## src/rtl/txr_pkg.sv

```systemverilog
package txr_pkg;

    // register byte offsets decoded by this block
    localparam logic [9:0] OFS_ACTIVATE = 10'h014;
    localparam logic [9:0] OFS_CONTROL  = 10'h024;
    localparam logic [9:0] OFS_RING     = 10'h184;
    localparam int unsigned CTRL_EN_BIT = 1;

    // descriptor flag positions inside the 16-bit flags half-word
    localparam int unsigned FLG_READY = 15;
    localparam int unsigned FLG_WRAP  = 13;
    localparam int unsigned FLG_LAST  = 11;

    localparam int unsigned WORD_W = 32;
    localparam int unsigned HALF_W = 16;
    localparam logic [31:0] DESC_STRIDE = 32'd8;
    localparam logic [31:0] PTR_OFFSET  = 32'd4;

    typedef enum logic [2:0] {
        ST_IDLE,
        ST_HDR,
        ST_PTR,
        ST_FILL,
        ST_EMIT,
        ST_BACK
    } walk_st_e;

endpackage

```

## src/rtl/txr_regs.sv

```systemverilog
module txr_regs
    import txr_pkg::*;
(
    input  logic        clk,
    input  logic        rst_n,
    input  logic        wr,
    input  logic [9:0]  addr,
    input  logic [31:0] wdata,
    output logic        start,
    output logic        base_load,
    output logic [31:0] base_new,
    output logic [31:0] base
);

    typedef struct packed {
        logic        en;
        logic [31:0] base;
    } regs_t;

    regs_t q, n;

    logic unused_bit0;
    assign unused_bit0 = wdata[0];

    always_comb begin
        n = q;
        if (wr && addr == OFS_CONTROL) begin
            n.en = wdata[CTRL_EN_BIT];
        end
        if (wr && addr == OFS_RING) begin
            n.base = {wdata[31:2], 2'b00};
        end
    end

    always_ff @(posedge clk or negedge rst_n) begin
        if (!rst_n) begin
            q <= '0;
        end else begin
            q <= n;
        end
    end

    assign start     = wr && (addr == OFS_ACTIVATE) && q.en;
    assign base_load = wr && (addr == OFS_RING);
    assign base_new  = {wdata[31:2], 2'b00};
    assign base      = q.base;

endmodule

```

## src/rtl/txr_byte_pick.sv

```systemverilog
module txr_byte_pick #(
    parameter int unsigned DW = 32,
    localparam int unsigned LANES = DW / 8,
    localparam int unsigned SEL_W = $clog2(LANES)
) (
    input  logic [DW-1:0]    word,
    input  logic [SEL_W-1:0] sel,
    output logic [7:0]       pick
);

    // lane 0 is the most significant byte: lowest address first
    logic [7:0] lane [LANES];

    for (genvar g = 0; g < int'(LANES); g++) begin : g_lane
        assign lane[g] = word[DW-1-8*g -: 8];
    end

    assign pick = lane[sel];

endmodule

```

## src/rtl/txr_len_clip.sv

```systemverilog
module txr_len_clip #(
    parameter int unsigned MAX_FRAME = 2032,
    parameter int unsigned LEN_W     = 16,
    localparam int unsigned ACC_W    = $clog2(MAX_FRAME + 1)
) (
    input  logic [ACC_W-1:0] acc,
    input  logic [LEN_W-1:0] len,
    output logic [LEN_W-1:0] eff,
    output logic             cut
);

    logic [LEN_W-1:0] room;

    always_comb begin
        room = LEN_W'(MAX_FRAME) - LEN_W'(acc);
        cut  = len > room;
        eff  = cut ? room : len;
    end

endmodule

```

## src/rtl/txring_walker.sv

```systemverilog
module txring_walker
    import txr_pkg::*;
#(
    parameter int unsigned MAX_FRAME = 2032,
    parameter int unsigned MAX_DESC  = 1024
) (
    input  logic        clk,
    input  logic        rst_n,
    input  logic        reg_wr,
    input  logic [9:0]  reg_addr,
    input  logic [31:0] reg_wdata,
    output logic        mem_req,
    output logic        mem_we,
    output logic [31:0] mem_addr,
    output logic [31:0] mem_wdata,
    input  logic        mem_ack,
    input  logic [31:0] mem_rdata,
    output logic        tx_valid,
    output logic [7:0]  tx_data,
    output logic        tx_last,
    input  logic        tx_ready,
    output logic        ev_buf,
    output logic        ev_frame,
    output logic        ev_babble
);

    localparam int unsigned ACC_W = $clog2(MAX_FRAME + 1);
    localparam int unsigned CNT_W = $clog2(MAX_DESC + 1);
    localparam int unsigned SEL_W = $clog2(WORD_W / 8);

    typedef struct packed {
        walk_st_e          st;
        logic [31:0]       ptr;
        logic [HALF_W-1:0] flags;
        logic [HALF_W-1:0] len;
        logic [31:0]       baddr;
        logic [HALF_W-1:0] remain;
        logic [ACC_W-1:0]  acc;
        logic [CNT_W-1:0]  cnt;
        logic              cut;
        logic [31:0]       word;
        logic              pend;
        logic              ev_b;
        logic              ev_f;
        logic              ev_x;
    } walk_t;

    walk_t q, n;

    logic        start;
    logic        base_load;
    logic [31:0] base_new;
    logic [31:0] base;
    logic [HALF_W-1:0] clip_eff;
    logic              clip_cut;
    logic [7:0]        cur_byte;
    logic              finish;

    txr_regs u_regs (
        .clk       (clk),
        .rst_n     (rst_n),
        .wr        (reg_wr),
        .addr      (reg_addr),
        .wdata     (reg_wdata),
        .start     (start),
        .base_load (base_load),
        .base_new  (base_new),
        .base      (base)
    );

    txr_len_clip #(
        .MAX_FRAME (MAX_FRAME),
        .LEN_W     (HALF_W)
    ) u_clip (
        .acc (q.acc),
        .len (q.len),
        .eff (clip_eff),
        .cut (clip_cut)
    );

    txr_byte_pick #(
        .DW (WORD_W)
    ) u_pick (
        .word (q.word),
        .sel  (q.baddr[SEL_W-1:0]),
        .pick (cur_byte)
    );

    always_comb begin
        n      = q;
        n.ev_b = 1'b0;
        n.ev_f = 1'b0;
        n.ev_x = 1'b0;
        finish = 1'b0;

        if (start && q.st != ST_IDLE) begin
            n.pend = 1'b1;
        end

        case (q.st)
            ST_IDLE: begin
                if (start) begin
                    n.st  = ST_HDR;
                    n.cnt = '0;
                    n.acc = '0;
                end
            end
            ST_HDR: begin
                if (mem_ack) begin
                    n.flags = mem_rdata[31:16];
                    n.len   = mem_rdata[15:0];
                    if (!mem_rdata[16 + FLG_READY]) begin
                        finish = 1'b1;
                    end else begin
                        n.st = ST_PTR;
                    end
                end
            end
            ST_PTR: begin
                if (mem_ack) begin
                    n.baddr  = mem_rdata;
                    n.remain = clip_eff;
                    n.cut    = clip_cut;
                    n.acc    = q.acc + clip_eff[ACC_W-1:0];
                    n.st     = (clip_eff == '0) ? ST_BACK : ST_FILL;
                end
            end
            ST_FILL: begin
                if (mem_ack) begin
                    n.word = mem_rdata;
                    n.st   = ST_EMIT;
                end
            end
            ST_EMIT: begin
                if (tx_ready) begin
                    n.baddr  = q.baddr + 32'd1;
                    n.remain = q.remain - HALF_W'(1);
                    if (q.remain == HALF_W'(1)) begin
                        n.st = ST_BACK;
                    end else if (q.baddr[SEL_W-1:0] == '1) begin
                        n.st = ST_FILL;
                    end
                end
            end
            ST_BACK: begin
                if (mem_ack) begin
                    n.ev_b = 1'b1;
                    n.ev_f = q.flags[FLG_LAST];
                    n.ev_x = q.cut;
                    if (q.flags[FLG_LAST]) begin
                        n.acc = '0;
                    end
                    n.ptr = q.flags[FLG_WRAP] ? base : (q.ptr + DESC_STRIDE);
                    n.cnt = q.cnt + CNT_W'(1);
                    if ((q.cnt + CNT_W'(1)) == CNT_W'(MAX_DESC)) begin
                        finish = 1'b1;
                    end else begin
                        n.st = ST_HDR;
                    end
                end
            end
            default: n.st = ST_IDLE;
        endcase

        if (finish) begin
            n.pend = 1'b0;
            if (q.pend || start) begin
                n.st  = ST_HDR;
                n.cnt = '0;
                n.acc = '0;
            end else begin
                n.st = ST_IDLE;
            end
        end

        if (base_load) begin
            n.ptr = base_new;
        end
    end

    always_ff @(posedge clk or negedge rst_n) begin
        if (!rst_n) begin
            q <= '0;
        end else begin
            q <= n;
        end
    end

    always_comb begin
        mem_req   = 1'b0;
        mem_we    = 1'b0;
        mem_addr  = '0;
        mem_wdata = '0;
        case (q.st)
            ST_HDR: begin
                mem_req  = 1'b1;
                mem_addr = q.ptr;
            end
            ST_PTR: begin
                mem_req  = 1'b1;
                mem_addr = q.ptr + PTR_OFFSET;
            end
            ST_FILL: begin
                mem_req  = 1'b1;
                mem_addr = {q.baddr[31:SEL_W], SEL_W'(0)};
            end
            ST_BACK: begin
                mem_req   = 1'b1;
                mem_we    = 1'b1;
                mem_addr  = q.ptr;
                mem_wdata = {q.flags & ~(HALF_W'(1) << FLG_READY), q.len};
            end
            default: ;
        endcase
    end

    assign tx_valid  = (q.st == ST_EMIT);
    assign tx_data   = cur_byte;
    assign tx_last   = (q.st == ST_EMIT) && (q.remain == HALF_W'(1)) && q.flags[FLG_LAST];
    assign ev_buf    = q.ev_b;
    assign ev_frame  = q.ev_f;
    assign ev_babble = q.ev_x;

endmodule

```

## config.mk

```make
export PLATFORM = sky130hd
export DESIGN_NAME = txring_walker
export DESIGN_NICKNAME = d
export VERILOG_FILES = /design/src/rtl/txr_pkg.sv /design/src/rtl/txr_regs.sv /design/src/rtl/txr_byte_pick.sv /design/src/rtl/txr_len_clip.sv /design/src/rtl/txring_walker.sv
export SDC_FILE = /design/constraint.sdc
export NUM_CORES = 1
export LEC_CHECK = 0
export BUFFER_PORTS_ARGS = -buffer_cell sky130_fd_sc_hd__buf_2
export CORE_ASPECT_RATIO = 0.75
export CORE_MARGIN = 2
export CORE_UTILIZATION = 50
export CTS_BUF_LIST = sky130_fd_sc_hd__clkbuf_4 sky130_fd_sc_hd__clkbuf_8
export CTS_CLUSTER_SIZE = 16
export DETAILED_ROUTE_END_ITERATION = 7
export GPL_TIMING_DRIVEN = 0
export PLACE_DENSITY = 0.8
export SLEW_MARGIN = 20
export SYNTH_ARGS = -nofsm -noshare
export SYNTH_HDL_FRONTEND = slang
export SYNTH_SLANG_ARGS = --single-unit
```

## constraint.sdc

```tcl
create_clock -name clk -period 7.27 [get_ports clk]
set_input_delay 0.3635 -clock clk [delete_from_list [all_inputs] [get_ports clk]]
set_output_delay 0.3635 -clock clk [all_outputs]
set_load 0.02 [all_outputs]
```

==> impl_metrics.toml <==
[floorplanning]
initial_utilization = 0.5100
fp.dieH_um = 142.2
die-area_um2 = 26770
num_rows = 50
core_area_um2 = 24960
ios = 158
die_w_um = 188.2

[power_and_ir_drop]
pwr_density_cell_nw_per_um2 = 414.6
cellLeakagePower_nw = 6.705
ir_worst_vdd_v = 0.0002546

[detailed_routing]
antenna_violating_nets_post_route = 0
routed_wirelength_um = 46050
post_drt_wl_per_cell_um = 21.97
vias = 13440
post_drt_via_cell_ratio = 6.410
dr.pass1.iters = 6
initialDrtViolationCount = 1756
detail_route.drc_violations = 0

[clock_tree]
cts_resized = 0
clock_sinks = 202
cts.repair_timing.setup_buffer_count = 0
cts_hold_repair.buffers = 1
clock_tree.root_cell = "clkbuf_8"
clock_tree_from_tritoncts = "built"
clkSlewWorstSetupHoldPaths_ns = 0.07
htree_num_levels = 2
clkLatencyLatePin_ns = 0.58
number_of_buffers_created_by_cts = 36
cts.path.max_buffers = 3

[yosys]
ys_top_cells_by_area = "dfrtp_1, o21ai_0, a21oi_1, nand2_1, mux2_2"
synth_cells = 1535
synthFlopType = "dfrtp_1"
yosysUniqueCellTypes = 72
mappedNetlistArea_um2 = 12730
synth-async-reset-ratio = 1.000
post_synth.cell_area_avg_um2 = 8.293
synth.yosys.seq_area_share = 0.3971
synth.top_cell.area_share = 0.3971
postSynthRegisterBits = 202
warnings_synthesis = 0
synth_edf_count = 0
netlist.top_cell.by_area = "dfrtp_1"

[critical_path]
timing.critical_path.required_ns = 7.73
timing_worst_setup_path_type = "flip-flop to flip-flop"
setup.worst_path.start_class = "flip-flop"
worstPathMaxFanout = 10
critical_path.endpoint_type = "flip-flop"
reg2reg_setup_slack_ns = 1.26
worst_endpoint_data_arrival_time_ns = 6.47

[worst_hold_path]
min_path_type = "primary input to flip-flop"

[finish]
antenna_cells_inserted = 0
layoutNonFillerInstCount = 2096
layout_commonest_cell = "dfrtp_1"
layout.core_utilization = 0.5930
layout.cell_area.non_filler_um2 = 14800
design.final.nets = 1845
drive_above_1_share = 0.1786
mostFrequentLayoutCells = "dfrtp_1, nand2_1, o21ai_0"
area_growth_syn_to_layout_pct = 16.28

[place]
numPlacedInstances = 2029
portbufs = 152
detailed_place.area_um2 = 13990
gp_congestion = 0.9952
dpl.hpwl_um = 34250
place_ws_ns = 1.494

[global_route]
overflow = 0
grt_max_degree = 75
grt_first_pass_wirelength_um = 71420
grt_pass1_vias = 12780
grtUsageTotal = 0.3416
grt_antenna_before_repair = 0

[run]
max_cap_viols = 0

[status]
outcome = "complete, no violations"

[timing]
setup_violations = 0
postLayoutSetupSlackWorst_ns = 1.264
period_needed_ns = 6.006
final_max_slew_viol_count = 0
finalSetupTns_ns = 0
max-slew-margin-rel = 0.2571
final_min_period_over_clock_period = 0.8261
rsz0062_at_grt = "false"
max_freq_ghz = 0.1665
finalHoldViolCount = 0
clock-skew-final_ns = 0.05055
worst_slew_pin_slew_ns = 1.104
==> area by class of cell <==
cell class,count,area [µm²]
repair buffers,156,843.3
multi-input cells,1183,7089
inverters,45,168.9
clock buffers,56,726.9
plain buffers,107,424.2
flip-flops and latches,202,5055
well taps,338,422.9
clock inverters,9,71.32
fillers,2250,10160
==> metrics by stage <==
stage	power, mW	hold WS [ns]
floorplan	3.853	0.06791
global placement	4.755	0.4584
detailed placement	4.855	0.3773
CTS	6.030	0.00009154
global route	6.479	0.02268
finish	6.137	0.01066
==> metal layers <==
| metal | global-route usage | wire (µm) | up-vias |
|---|---|---|---|
| met5 | 0 | 0 | - |
| met4 | 0.1131 | 1501 | 0 |
| met3 | 0.08333 | 5824 | 139 |
| met2 | 0.5110 | 19660 | 899 |
| met1 | 0.4867 | 19070 | 6448 |
| li1 | - | - | 5949 |
==> synthesized netlist by cell type, types with 19 or more instances <==
| master | n |
|---|---|
| nand3_1 | 45 |
| ha_1 | 34 |
| xnor2_1 | 19 |
| clkbuf_1 | 85 |
| nand2_1 | 196 |
| a21oi_1 | 148 |
| a22oi_1 | 24 |
| nor2_1 | 136 |
| dfrtp_1 | 202 |
| o21ai_0 | 169 |
| and3_1 | 55 |
| mux2_2 | 62 |
| nand4_1 | 21 |
| inv_1 | 44 |
| nor3_1 | 46 |
==> where the power goes <==
group / internal (mW) / switching [mW]
clock network: 0.646 / 0.526
registers: 1.51 / 0.477
logic: 1.11 / 1.87
total: 3.26 / 2.87
==> flip-flops by register name, summed over array words and instances (netlist names) <==
| signal | flops |
|---|---|
| u_regs.q | 1 |
| ev_frame | 1 |
| q | 168 |
| u_regs.base | 30 |
| ev_babble | 1 |
| ev_buf | 1 |
==> cells by family after synthesis <==
group                      synth area share
buffers and inverters               0.04659
and+or+nand+nor                      0.2158
AOI/OAI and AO/OA                    0.2139
muxes                               0.07136
DFF                                  0.3971
adders and majority gates           0.03499
xor gates and xnor gates            0.01995
other                             0.0002946
==> path summary, 6_finish.rpt <==
path	endpoint	cells after the start	start
max reg2reg	q[58]$_DFF_PN0_	24	q[51]$_DFF_PN0_
max	q[58]$_DFF_PN0_	24	q[51]$_DFF_PN0_
max in group asynchronous	q[123]$_DFFE_PN0P_	4	rst_n
min	u_regs.base[17]$_DFFE_PN0P_	3	reg_wdata[17]
min reg2reg	u_regs.base[4]$_DFFE_PN0P_	2	u_regs.base[4]$_DFFE_PN0P_
min in group asynchronous	u_regs.base[22]$_DFFE_PN0P_	2	rst_n
==> critical path, stage by stage, from the launching register on <==
cell and delay, ns:
dfrtp_1 0.47, o41ai_1 0.82, nor2_1 0.15, xnor2_1 0.32
inv_1 0.13, ha_1 0.30, a211oi_1 0.23, o21a_1 0.16
nor2_1 0.05, nor4_1 0.40, or2_1 0.16, clkbuf_1 0.30
nand2_1 0.13, o21ai_0 0.22, ha_1 0.26, inv_1 0.06
fa_1 0.40, inv_1 0.07, a21o_1 0.15, a211o_1 0.15
o211ai_1 0.12, o21ai_0 0.30, xnor2_1 0.23, nand3_1 0.12
a31oi_1 0.19
Power figures use the tool's default switching activity.
